===== src/rtl/bmw_pkg.sv =====
package bmw_pkg;

    localparam int CH_N      = 2;
    localparam int CH_SPAN   = 8;
    localparam int WIN_BYTES = CH_N * CH_SPAN;
    localparam int ADDR_W    = $clog2(WIN_BYTES);
    localparam int CH_IDX_W  = $clog2(CH_N);
    localparam int DATA_W    = 32;
    localparam int BYTE_W    = 8;

    // positions inside the shared mode byte
    localparam int MODE_IRQ_LSB = 2;
    localparam int MODE_BLK_LSB = 4;

    typedef enum logic [1:0] {
        W_BYTE = 2'd0,
        W_HALF = 2'd1,
        W_WORD = 2'd2,
        W_WIDE = 2'd3
    } width_e;

    typedef enum logic [1:0] {
        REG_CMD  = 2'd0,
        REG_MODE = 2'd1,
        REG_STS  = 2'd2,
        REG_TIM  = 2'd3
    } reg_sel_e;

    typedef enum logic {
        RD_IDLE  = 1'b0,
        RD_VALID = 1'b1
    } rd_state_e;

    typedef struct packed {
        logic                ctl_hit;
        logic                ptr_hit;
        logic                byte_ok;
        logic [CH_IDX_W-1:0] ch;
        reg_sel_e            sel;
    } dec_t;

    function automatic logic [DATA_W-1:0] ones_for(input width_e w);
        logic [DATA_W-1:0] m;
        unique case (w)
            W_BYTE:  m = {{(DATA_W-8){1'b0}}, 8'hFF};
            W_HALF:  m = {{(DATA_W-16){1'b0}}, 16'hFFFF};
            W_WORD:  m = {DATA_W{1'b1}};
            W_WIDE:  m = {DATA_W{1'b1}};
        endcase
        return m;
    endfunction

endpackage


===== src/rtl/bmw_addr_dec.sv =====
module bmw_addr_dec
    import bmw_pkg::*;
(
    input  logic                 req_i,
    input  logic                 we_i,
    input  logic [ADDR_W-1:0]    addr_i,
    input  logic [1:0]           width_i,
    output dec_t                 dec_o,
    output logic [CH_N-1:0]      cmd_wr_o,
    output logic [CH_N-1:0]      sts_wr_o,
    output logic [CH_N-1:0]      tim_wr_o,
    output logic                 mode_wr_o,
    output logic [CH_N-1:0]      ptr_req_o
);

    localparam int PTR_BIT = 2;

    dec_t d;
    logic ctl_wr;

    always_comb begin
        d.ptr_hit = addr_i[PTR_BIT];
        d.ctl_hit = !addr_i[PTR_BIT];
        d.byte_ok = (width_e'(width_i) == W_BYTE);
        d.ch      = addr_i[ADDR_W-1 -: CH_IDX_W];
        d.sel     = reg_sel_e'(addr_i[1:0]);
    end

    assign dec_o     = d;
    // only byte-wide writes in the control half have an effect
    assign ctl_wr    = req_i && we_i && d.ctl_hit && d.byte_ok;
    assign mode_wr_o = ctl_wr && (d.sel == REG_MODE);

    for (genvar c = 0; c < CH_N; c++) begin : g_ch
        logic own;
        assign own          = (d.ch == CH_IDX_W'(c));
        assign cmd_wr_o[c]  = ctl_wr && own && (d.sel == REG_CMD);
        assign sts_wr_o[c]  = ctl_wr && own && (d.sel == REG_STS);
        assign tim_wr_o[c]  = ctl_wr && own && (d.sel == REG_TIM);
        assign ptr_req_o[c] = req_i && d.ptr_hit && own;
    end

endmodule


===== src/rtl/bmw_mode_reg.sv =====
module bmw_mode_reg
    import bmw_pkg::*;
#(
    parameter logic [7:0] MODE_RST = 8'h00
) (
    input  logic              clk,
    input  logic              rst_n,
    input  logic [CH_N-1:0]   chan_irq_i,
    input  logic              mode_wr_i,
    input  logic [7:0]        wbyte_i,
    output logic [7:0]        mode_o,
    output logic              irq_o
);

    logic [CH_N-1:0] irq_q;
    logic [CH_N-1:0] blk_q;

    always_ff @(posedge clk) begin
        if (!rst_n) begin
            irq_q <= '0;
            blk_q <= MODE_RST[MODE_BLK_LSB +: CH_N];
        end else begin
            irq_q <= chan_irq_i;
            if (mode_wr_i) begin
                blk_q <= wbyte_i[MODE_BLK_LSB +: CH_N];
            end
        end
    end

    always_comb begin
        mode_o = MODE_RST;
        mode_o[MODE_IRQ_LSB +: CH_N] = irq_q;
        mode_o[MODE_BLK_LSB +: CH_N] = blk_q;
    end

    assign irq_o = |(irq_q & ~blk_q);

endmodule


===== src/rtl/bmw_timing_regs.sv =====
module bmw_timing_regs
    import bmw_pkg::*;
#(
    parameter logic [7:0] TIM_RST = 8'h00
) (
    input  logic                  clk,
    input  logic                  rst_n,
    input  logic [CH_N-1:0]       tim_wr_i,
    input  logic [7:0]            wbyte_i,
    output logic [CH_N*8-1:0]     timing_o
);

    for (genvar c = 0; c < CH_N; c++) begin : g_tim
        logic [7:0] tim_q;
        always_ff @(posedge clk) begin
            if (!rst_n) begin
                tim_q <= TIM_RST;
            end else if (tim_wr_i[c]) begin
                tim_q <= wbyte_i;
            end
        end
        assign timing_o[c*8 +: 8] = tim_q;
    end

endmodule


===== src/rtl/bmw_rd_path.sv =====
module bmw_rd_path
    import bmw_pkg::*;
(
    input  logic                   clk,
    input  logic                   rst_n,
    input  logic                   rd_req_i,
    input  dec_t                   dec_i,
    input  logic [1:0]             width_i,
    input  logic [CH_N*8-1:0]      eng_cmd_i,
    input  logic [CH_N*8-1:0]      eng_sts_i,
    input  logic [7:0]             mode_i,
    input  logic [CH_N*8-1:0]      timing_i,
    input  logic [CH_N*32-1:0]     ptr_rdata_i,
    output logic [DATA_W-1:0]      rdata_o,
    output logic                   rvalid_o
);

    rd_state_e state_q, state_d;
    logic [DATA_W-1:0] rdata_q;
    logic [DATA_W-1:0] rd_val;
    logic [7:0]        byte_val;

    logic [7:0]  cmd_b [CH_N];
    logic [7:0]  sts_b [CH_N];
    logic [7:0]  tim_b [CH_N];
    logic [31:0] ptr_w [CH_N];

    for (genvar c = 0; c < CH_N; c++) begin : g_unpack
        assign cmd_b[c] = eng_cmd_i[c*8 +: 8];
        assign sts_b[c] = eng_sts_i[c*8 +: 8];
        assign tim_b[c] = timing_i[c*8 +: 8];
        assign ptr_w[c] = ptr_rdata_i[c*32 +: 32];
    end

    // state register
    always_ff @(posedge clk) begin
        if (!rst_n) begin
            state_q <= RD_IDLE;
        end else begin
            state_q <= state_d;
        end
    end

    // transitions: any read request leads to RD_VALID, otherwise RD_IDLE
    always_comb begin
        state_d = state_q;
        unique case (state_q)
            RD_IDLE:  state_d = rd_req_i ? RD_VALID : RD_IDLE;
            RD_VALID: state_d = rd_req_i ? RD_VALID : RD_IDLE;
        endcase
    end

    always_comb begin
        unique case (dec_i.sel)
            REG_CMD:  byte_val = cmd_b[dec_i.ch];
            REG_MODE: byte_val = mode_i;
            REG_STS:  byte_val = sts_b[dec_i.ch];
            REG_TIM:  byte_val = tim_b[dec_i.ch];
        endcase
    end

    always_comb begin
        if (dec_i.ptr_hit) begin
            rd_val = ptr_w[dec_i.ch];
        end else if (!dec_i.byte_ok) begin
            rd_val = ones_for(width_e'(width_i));
        end else begin
            rd_val = {{(DATA_W-8){1'b0}}, byte_val};
        end
    end

    // output register
    always_ff @(posedge clk) begin
        if (!rst_n) begin
            rdata_q <= '0;
        end else if (rd_req_i) begin
            rdata_q <= rd_val;
        end
    end

    assign rdata_o  = rdata_q;
    assign rvalid_o = (state_q == RD_VALID);

endmodule


===== src/rtl/bmw_window.sv =====
module bmw_window
    import bmw_pkg::*;
#(
    parameter logic [7:0] MODE_RST = 8'h00,
    parameter logic [7:0] TIM_RST  = 8'h00
) (
    input  logic                  clk,
    input  logic                  rst_n,
    input  logic                  req_i,
    input  logic                  we_i,
    input  logic [ADDR_W-1:0]     addr_i,
    input  logic [1:0]            width_i,
    input  logic [DATA_W-1:0]     wdata_i,
    output logic [DATA_W-1:0]     rdata_o,
    output logic                  rvalid_o,
    output logic [CH_N-1:0]       cmd_wr_o,
    output logic [CH_N-1:0]       sts_wr_o,
    output logic [7:0]            eng_wdata_o,
    input  logic [CH_N*8-1:0]     eng_cmd_i,
    input  logic [CH_N*8-1:0]     eng_sts_i,
    output logic [CH_N-1:0]       ptr_req_o,
    output logic                  ptr_we_o,
    output logic [1:0]            ptr_off_o,
    output logic [1:0]            ptr_width_o,
    output logic [DATA_W-1:0]     ptr_wdata_o,
    input  logic [CH_N*32-1:0]    ptr_rdata_i,
    input  logic [CH_N-1:0]       chan_irq_i,
    output logic                  irq_o,
    output logic [CH_N*8-1:0]     timing_o
);

    dec_t            dec;
    logic [CH_N-1:0] tim_wr;
    logic            mode_wr;
    logic [7:0]      mode_byte;

    bmw_addr_dec u_dec (
        .req_i     (req_i),
        .we_i      (we_i),
        .addr_i    (addr_i),
        .width_i   (width_i),
        .dec_o     (dec),
        .cmd_wr_o  (cmd_wr_o),
        .sts_wr_o  (sts_wr_o),
        .tim_wr_o  (tim_wr),
        .mode_wr_o (mode_wr),
        .ptr_req_o (ptr_req_o)
    );

    bmw_mode_reg #(.MODE_RST(MODE_RST)) u_mode (
        .clk        (clk),
        .rst_n      (rst_n),
        .chan_irq_i (chan_irq_i),
        .mode_wr_i  (mode_wr),
        .wbyte_i    (wdata_i[7:0]),
        .mode_o     (mode_byte),
        .irq_o      (irq_o)
    );

    bmw_timing_regs #(.TIM_RST(TIM_RST)) u_tim (
        .clk      (clk),
        .rst_n    (rst_n),
        .tim_wr_i (tim_wr),
        .wbyte_i  (wdata_i[7:0]),
        .timing_o (timing_o)
    );

    bmw_rd_path u_rd (
        .clk         (clk),
        .rst_n       (rst_n),
        .rd_req_i    (req_i && !we_i),
        .dec_i       (dec),
        .width_i     (width_i),
        .eng_cmd_i   (eng_cmd_i),
        .eng_sts_i   (eng_sts_i),
        .mode_i      (mode_byte),
        .timing_i    (timing_o),
        .ptr_rdata_i (ptr_rdata_i),
        .rdata_o     (rdata_o),
        .rvalid_o    (rvalid_o)
    );

    assign eng_wdata_o = wdata_i[7:0];
    assign ptr_we_o    = we_i;
    assign ptr_off_o   = addr_i[1:0];
    assign ptr_width_o = width_i;
    assign ptr_wdata_o = wdata_i;

endmodule


===== config.mk =====
export PLATFORM = sky130hd
export DESIGN_NAME = bmw_window
export DESIGN_NICKNAME = d
export VERILOG_FILES = /design/src/rtl/bmw_pkg.sv /design/src/rtl/bmw_addr_dec.sv /design/src/rtl/bmw_mode_reg.sv /design/src/rtl/bmw_timing_regs.sv /design/src/rtl/bmw_rd_path.sv /design/src/rtl/bmw_window.sv
export SDC_FILE = /design/constraint.sdc
export NUM_CORES = 1
export LEC_CHECK = 0
export BUFFER_PORTS_ARGS = -buffer_cell sky130_fd_sc_hd__buf_2
export CELL_PAD_IN_SITES_DETAIL_PLACEMENT = 2
export CELL_PAD_IN_SITES_GLOBAL_PLACEMENT = 2
export CORE_MARGIN = 4
export CORE_UTILIZATION = 19
export CTS_CLUSTER_DIAMETER = 50
export DETAILED_ROUTE_END_ITERATION = 16
export GPL_ROUTABILITY_DRIVEN = 0
export PLACE_DENSITY = 0.87
export SYNTH_ARGS = -nofsm -noshare
export SYNTH_HDL_FRONTEND = slang
export SYNTH_SLANG_ARGS = --single-unit

===== constraint.sdc =====
create_clock -name clk -period 1.4 [get_ports clk]
set_clock_uncertainty 0.15 [all_clocks]
set_input_delay 0.07 -clock clk [delete_from_list [all_inputs] [get_ports clk]]
set_output_delay 0.07 -clock clk [all_outputs]
set_load 0.02 [all_outputs]

==> metrics.yaml, run 1 <==
run_status:
  status: "finished with violations"
  violations: "setup timing"
setup_path:
  arrival_ns: 1.20
  reg2reg_depth: 3
  cp.required_ns: 1.18
  cp-endpoint: "sts_wr_o[1]"
  crit_start: "width_i[1]"
  r2r-end: "u_rd.rdata_o[1]"
  crit_fanout: 4
  rr_startpoint: "u_tim.g_tim[1].tim_q[1]"
  worstSetupEndpointType: "output pin"
  r2r_slack_ns: 0
  criticalPathCategory: "input pin to output pin"
  cp-start-kind: "input pin"
place:
  portBuffers: 192
  dp_cells: 737
  pre_cts_ws_ns: -0.300
  dp_hpwl_mm: 12.0
die:
  die_x_microns: 139
  core_area_sq_mm: 0.0167
  num_rows: 47
  die_area_sq_mm: 0.0194
  die-height_microns: 139
  initial_core_util_pct: 19.6
  io_pins: 241
grt:
  grt_pass1_wl_mm: 22.8
  grt_max_degree: 34
  grt_remaining_overflow: 0
  grt_usage_pct: 15.0
  antenna_found_initial: 2
  grt_pass1_vias: 3985
power_and_ir_drop:
  p_per_area_mw_per_mm2: 854
  leakage_nw: 2.27
  ir_worst_vdd_v: 0.000430
logic_synthesis:
  synthTopCellsByCount: "53 x dfxtp_1, 53 x nand2_1, 49 x buf_4"
  syn-num-nets: 501
  synth.yosys.seq_area_share_pct: 32.5
  synth-edff-count: 0
  synth_mux_area_share_pct: 22.9
  ys_seq_elements: 53
  synth.avg_cell_area_sq_um: 9.05
  synth_area_leaders: "dfxtp_1 32%, buf_4 11%, mux2i_1 10%"
  syn_area_sq_mm: 0.00327
  synth_fa_ha_area_share_pct: 0
  synth_top_area_share_pct: 32.5
  async_flop_share_pct: 0
  synth_compound_area_share_pct: 15.8
  synthCells: 361
  synth.distinct_cells: 39
  synth_top_area_cell: "dfxtp_1"
  yosys_warnings: 0
  synth_top_flop_cell: "dfxtp_1"
  synthXorXnorAreaFrac_pct: 0
  synth_top_family_by_area: "multiplexers"
  yosys.area_share.simple_pct: 14.1
timing:
  final_max_slew_viol_count: 0
  setup_viol: 2
  fin_crit_ns: 1.42
  setup_ws_ns: -0.0161
  worstMarginPinSlew_ns: 0.467
  slew_headroom_pct: 68.4
  finalCritPeriodShare_pct: 101
  setup-tns-final_ns: -0.0203
  fmax_mhz: 706
  grt_setup_unrepaired: "yes"
  hold_violations: 0
final_layout:
  area_growth_pct: 51.7
  multi_input_area_sq_mm: 0.00178
  drive_above_1_share_pct: 51.0
  antenna_cells: 0
  nNetsFinal: 700
  final_util_pct: 29.7
  regArea_sq_mm: 0.00107
  final_cells: 781
  fill_cells: 1929
routing:
  wl_per_cell_microns: 19.5
  drtAntennaViolNets: 0
  vias: 3531
  drt-pass1-iter-count: 4
  drc: 0
  dr.first_iter.drc_count: 80
  drt_wl_total_mm: 15.2
  viasPerCell: 4.52
hold_path:
  worstHoldStart: "ptr_rdata_i[45]"
  hold_class: "input pin to register"
  hold_depth: 4
clock_network:
  cts.sinks: 53
  insertion_delay_ns: 0.31
  clockBufferDepth: 2
  root_buffer: "clkbuf_16"
  clk_pin_slew_worst_paths_ns: 0.07
  tritoncts: "yes"
  htreeDepth: 2
  cts-buffers-inserted: 5
run:
  max-cap-violations: 0
## sequential cells by signal, indices dropped and copies added, names as in the netlist
register,count
u_rd.rdata_o,32
u_mode.irq_q,2
u_rd.rvalid_o,1
u_mode.blk_q,2
u_tim.g_tim.tim_q,16
## layout make-up
cell class	instances	area share (%)
clock inverters	2	0.757
repair buffers	265	33.0
flip-flops and latches	53	21.5
multi-input cells	230	36.0
clock buffers	6	2.80
well taps	220	5.55
inverters	5	0.379
## worst max-delay path: stages
cell       delay, ns
buf_2           0.13
nand4bb_4       0.24
or2_4           0.28
nor4_2          0.22
buf_2           0.25
## cell usage in the layout, fill, tap and decap left out, types with 2 or more instances in the layout
master         synthesis  layout
nor4_4                 2       2
dfxtp_1               53      48
o221ai_1               8       8
and3_1                 4       4
mux2i_1               33      33
and2_1                 2       2
a21oi_1               29      29
nor4_2                 0       4
nand3b_1               2       2
buf_4                 49      36
dlygate4sd3_1          0      35
a31oi_1                4       4
nand3_1                2       2
o211ai_1               4       4
nor2_1                 4       4
nor3b_1                2       2
o21ai_0               12      12
a211o_1               16      16
nand2b_1               5       5
nand2_1               53      52
clkbuf_16              0       5
buf_2                  5     191
a22oi_2                0       3
dfxtp_2                0       5
mux2_2                23      23
inv_1                  4       4
buf_12                 0       3
mux4_2                 7       7
## power by group
| part | switching (mW) | internal [mW] | leakage (nW) |
|---|---|---|---|
| Clock | 0.648 | 0.896 | 0.0831 |
| Combinational | 0.599 | 0.488 | 1.75 |
| Sequential | 0.0324 | 1.57 | 0.436 |
| Total | 1.28 | 2.95 | 2.27 |
## per-layer routing
layer | share of wire, % | GRT usage, % | vias to the layer above | wire length (microns)
met4 | 2.0 | 3.40 | 4 | 299
met5 | 0.18 | 0 | - | 27
met2 | 52 | 28.0 | 153 | 7880
met3 | 6.7 | 4.62 | 29 | 1020
met1 | 39 | 16.6 | 1703 | 5980
li1 | - | - | 1642 | -
## worst min-delay path by stage
| stage | endpoint | slack, ns |
|---|---|---|
| after floorplan | u_mode.irq_q[0] | 0.05 |
| after global placement | ptr_wdata_o[19] | -0.01 |
| after detailed placement | ptr_wdata_o[19] | -0.01 |
| after CTS | u_rd.rdata_o[13] | 0.03 |
| after global routing | u_rd.rdata_o[13] | 0.05 |
| final | u_rd.rdata_o[13] | 0.03 |
## cells by family after synthesis
logic type | after synthesis
compound gates | 79
simple gates | 88
buf+inv | 78
mux | 63
flops | 53
## metrics by stage
stage | instance area, sq um | hold WS (ns) | total power, mW
2_1_floorplan | 3280 | 0.0473 | 2.26
3_3_place_gp | 4360 | -0.00986 | 2.53
3_5_place_dp | 4360 | -0.00986 | 2.59
4_1_cts | 4930 | 0.0324 | 4.28
5_1_grt | 4960 | 0.0546 | 4.43
6_report | 4960 | 0.0338 | 4.23
## timing repair
item                                    CTS  global route
buffers inserted                          1             0
endpoints found under the setup margin    6             5
resized for setup                         8             7
hold buffers                             35             0
cloned                                    0             0
pin swaps                                 2             1
hold endpoints to repair                 49             0
(Power assumes the default switching activity.)
==> run 2: changes to the inputs <==
--- a/config.mk
+++ b/config.mk
@@ -13,6 +13,7 @@
 export CTS_CLUSTER_DIAMETER = 50
 export DETAILED_ROUTE_END_ITERATION = 16
 export GPL_ROUTABILITY_DRIVEN = 0
+export MAX_ROUTING_LAYER = met4
 export PLACE_DENSITY = 0.87
 export SYNTH_ARGS = -nofsm -noshare
 export SYNTH_HDL_FRONTEND = slang
==> run 2 against run 1 <==
Net effect:
- the flow still finishes with violations (setup timing)
- register-to-register slack hardly changed
- critical path depth stayed put
- non-clock buffer count stayed put
- clock power hardly changed
- power hardly changed
- wire length hardly changed
- first-iteration DRC count is 8.8% higher
- flip-flop and latch count stayed put
- clock-buffer cell count stayed put
- critical endpoint unchanged
==> metrics.yaml, run 2 (synthesis gave the netlist of run 1 again) <==
final_layout:
  final_common_cell: "buf_2"
  fill_cells: 1930  # +0.052%
  largest_reg_flops: 32  # unchanged
  nNetsFinal: 700  # unchanged
  drive_above_1_share_pct: 51.0  # unchanged
  final_cell_mix: "191 x buf_2, 52 x nand2_1, 48 x dfxtp_1, 36 x buf_4, 35 x dlygate4sd3_1"
  design_area_sq_mm: 0.00496  # +0.10%
  final_cells: 783  # +0.26%
  area_growth_pct: 51.9
  multi_input_area_sq_mm: 0.00178  # unchanged
  regArea_sq_mm: 0.00107  # unchanged
power_and_ir_drop:
  p_per_area_mw_per_mm2: 853  # about the same
  leakage_nw: 2.27  # about the same
  ir_worst_vdd_v: 0.000433  # +0.78%
setup_path:
  criticalPathCategory: "input pin to output pin"
  worstSetupEndpointType: "output pin"
  r2r_slack_ns: 0.01  # about the same
  cp-start-kind: "input pin"
  arrival_ns: 1.19  # about the same
  cp.required_ns: 1.18  # about the same
  crit_fanout: 4  # unchanged
timing:
  fin_crit_ns: 1.41  # -0.00159 ns
  grt_setup_unrepaired: "yes"
  fmax_mhz: 707  # +0.11%
  setup_ws_ns: -0.0145  # +0.00159 ns
  setup_viol: 1  # -1
  finalCritPeriodShare_pct: 101  # -0.11 points
  worstMarginPinSlew_ns: 0.468  # +0.000352 ns
  final_max_slew_viol_count: 0  # unchanged
  slew_headroom_pct: 68.4  # about the same
  holdWs_ns: 0.0345  # +0.000707 ns
  hold_violations: 0  # unchanged
place:
  dp_cells: 737  # unchanged
  dp_hpwl_mm: 12.0  # unchanged
  dpl_cell_area_sq_mm: 0.00436  # unchanged
  portBuffers: 192  # unchanged
die:
  num_rows: 47  # unchanged
  io_pins: 241  # unchanged
  die-height_microns: 139  # unchanged
  initial_core_util_pct: 19.6  # unchanged
  die_area_sq_mm: 0.0194  # unchanged
  core_area_sq_mm: 0.0167  # unchanged
  die_x_microns: 139  # unchanged
routing:
  drt-pass1-iter-count: 4  # unchanged
  vias: 3519  # -0.34%
  dr.first_iter.drc_count: 87  # +8.8%
  drc: 0  # unchanged
  drtAntennaViolNets: 0  # unchanged
  drt_wl_total_mm: 15.2  # about the same
  viasPerCell: 4.49  # -0.59%
  wl_per_cell_microns: 19.4  # -0.27%
clock_network:
  root_buffer: "clkbuf_16"
  htreeDepth: 2  # unchanged
  clk_pin_slew_worst_paths_ns: 0.07  # about the same
  cts-buffers-inserted: 5  # unchanged
  tritoncts: "yes"
  insertion_delay_ns: 0.31  # about the same
  clockBufferDepth: 2  # unchanged
  cts.sinks: 53  # unchanged
hold_path:
  hold_class: "input pin to register"
run_status:
  violations: "setup timing"
  status: "finished with violations"
grt:
  grt_max_degree: 34  # unchanged
  grt_pass1_vias: 3985  # unchanged
  antenna_found_initial: 2  # unchanged
  grt_pass1_wl_mm: 22.8  # about the same
  grt_remaining_overflow: 0  # unchanged
  grt_usage_pct: 15.4  # +0.45 points
run:
  max-cap-violations: 0  # unchanged
run 2: repair_timing:
action / in CTS / in global routing
setup buffers: 1 / 0
endpoints found under the hold margin: 49 / 0
pin swaps: 2 / 1
hold buffers: 35 / 0
resized for setup: 8 / 7
endpoints found under the setup margin: 6 / 5
run 2: stage by stage:
step	utilization (%)	setup TNS [ns]	setup slack [ns]	power, mW
after global routing	29.7	-0.0669	-0.0359	4.43
after floorplan	-	-0.839	-0.210	2.26
after global placement	26.1	-2.20	-0.156	2.53
after CTS	29.5	0	0.00403	4.28
after detailed placement	26.1	-5.61	-0.300	2.59
final	29.7	-0.0145	-0.0145	4.23
run 2: layout make-up:
cell class | count | share of cell area (%)
Antenna cell | 2 | 0.101
Clock buffer | 6 | 2.80
Clock inverter | 2 | 0.756
Inverter | 5 | 0.378
Multi-Input combinational cell | 230 | 35.9
Sequential cell | 53 | 21.5
Tap cell | 220 | 5.55
Timing Repair Buffer | 265 | 33.0
run 2: final timing paths:
check,from,end,cells past startpoint
max reg2reg,u_tim.g_tim[1].tim_q[1],u_rd.rdata_o[1],3
max,width_i[1],sts_wr_o[1],5
min reg2reg,u_rd.rdata_o[23],u_rd.rdata_o[23],2
min,ptr_rdata_i[45],u_rd.rdata_o[13],4
run 2: worst max-delay path, cell delays in order:
cell and delay, ns:
buf_2 0.13, nand4bb_4 0.24, or2_4 0.28, nor4_2 0.22
buf_2 0.25
run 2: routing by layer:
metal | up-vias | wire [microns] | GRT usage, %
li1 | 1644 | - | -
met1 | 1721 | 6070 | 16.8
met2 | 134 | 7900 | 27.9
met3 | 20 | 947 | 4.31
met4 | 0 | 284 | 3.50
met5 | - | 0 | -
run 2: report_power, final:
group          internal [mW]  total, mW  switching, mW  leakage, nW
combinational          0.488       1.09          0.599         1.75
sequential              1.57       1.60         0.0325        0.436
clock                  0.896       1.54          0.648       0.0831
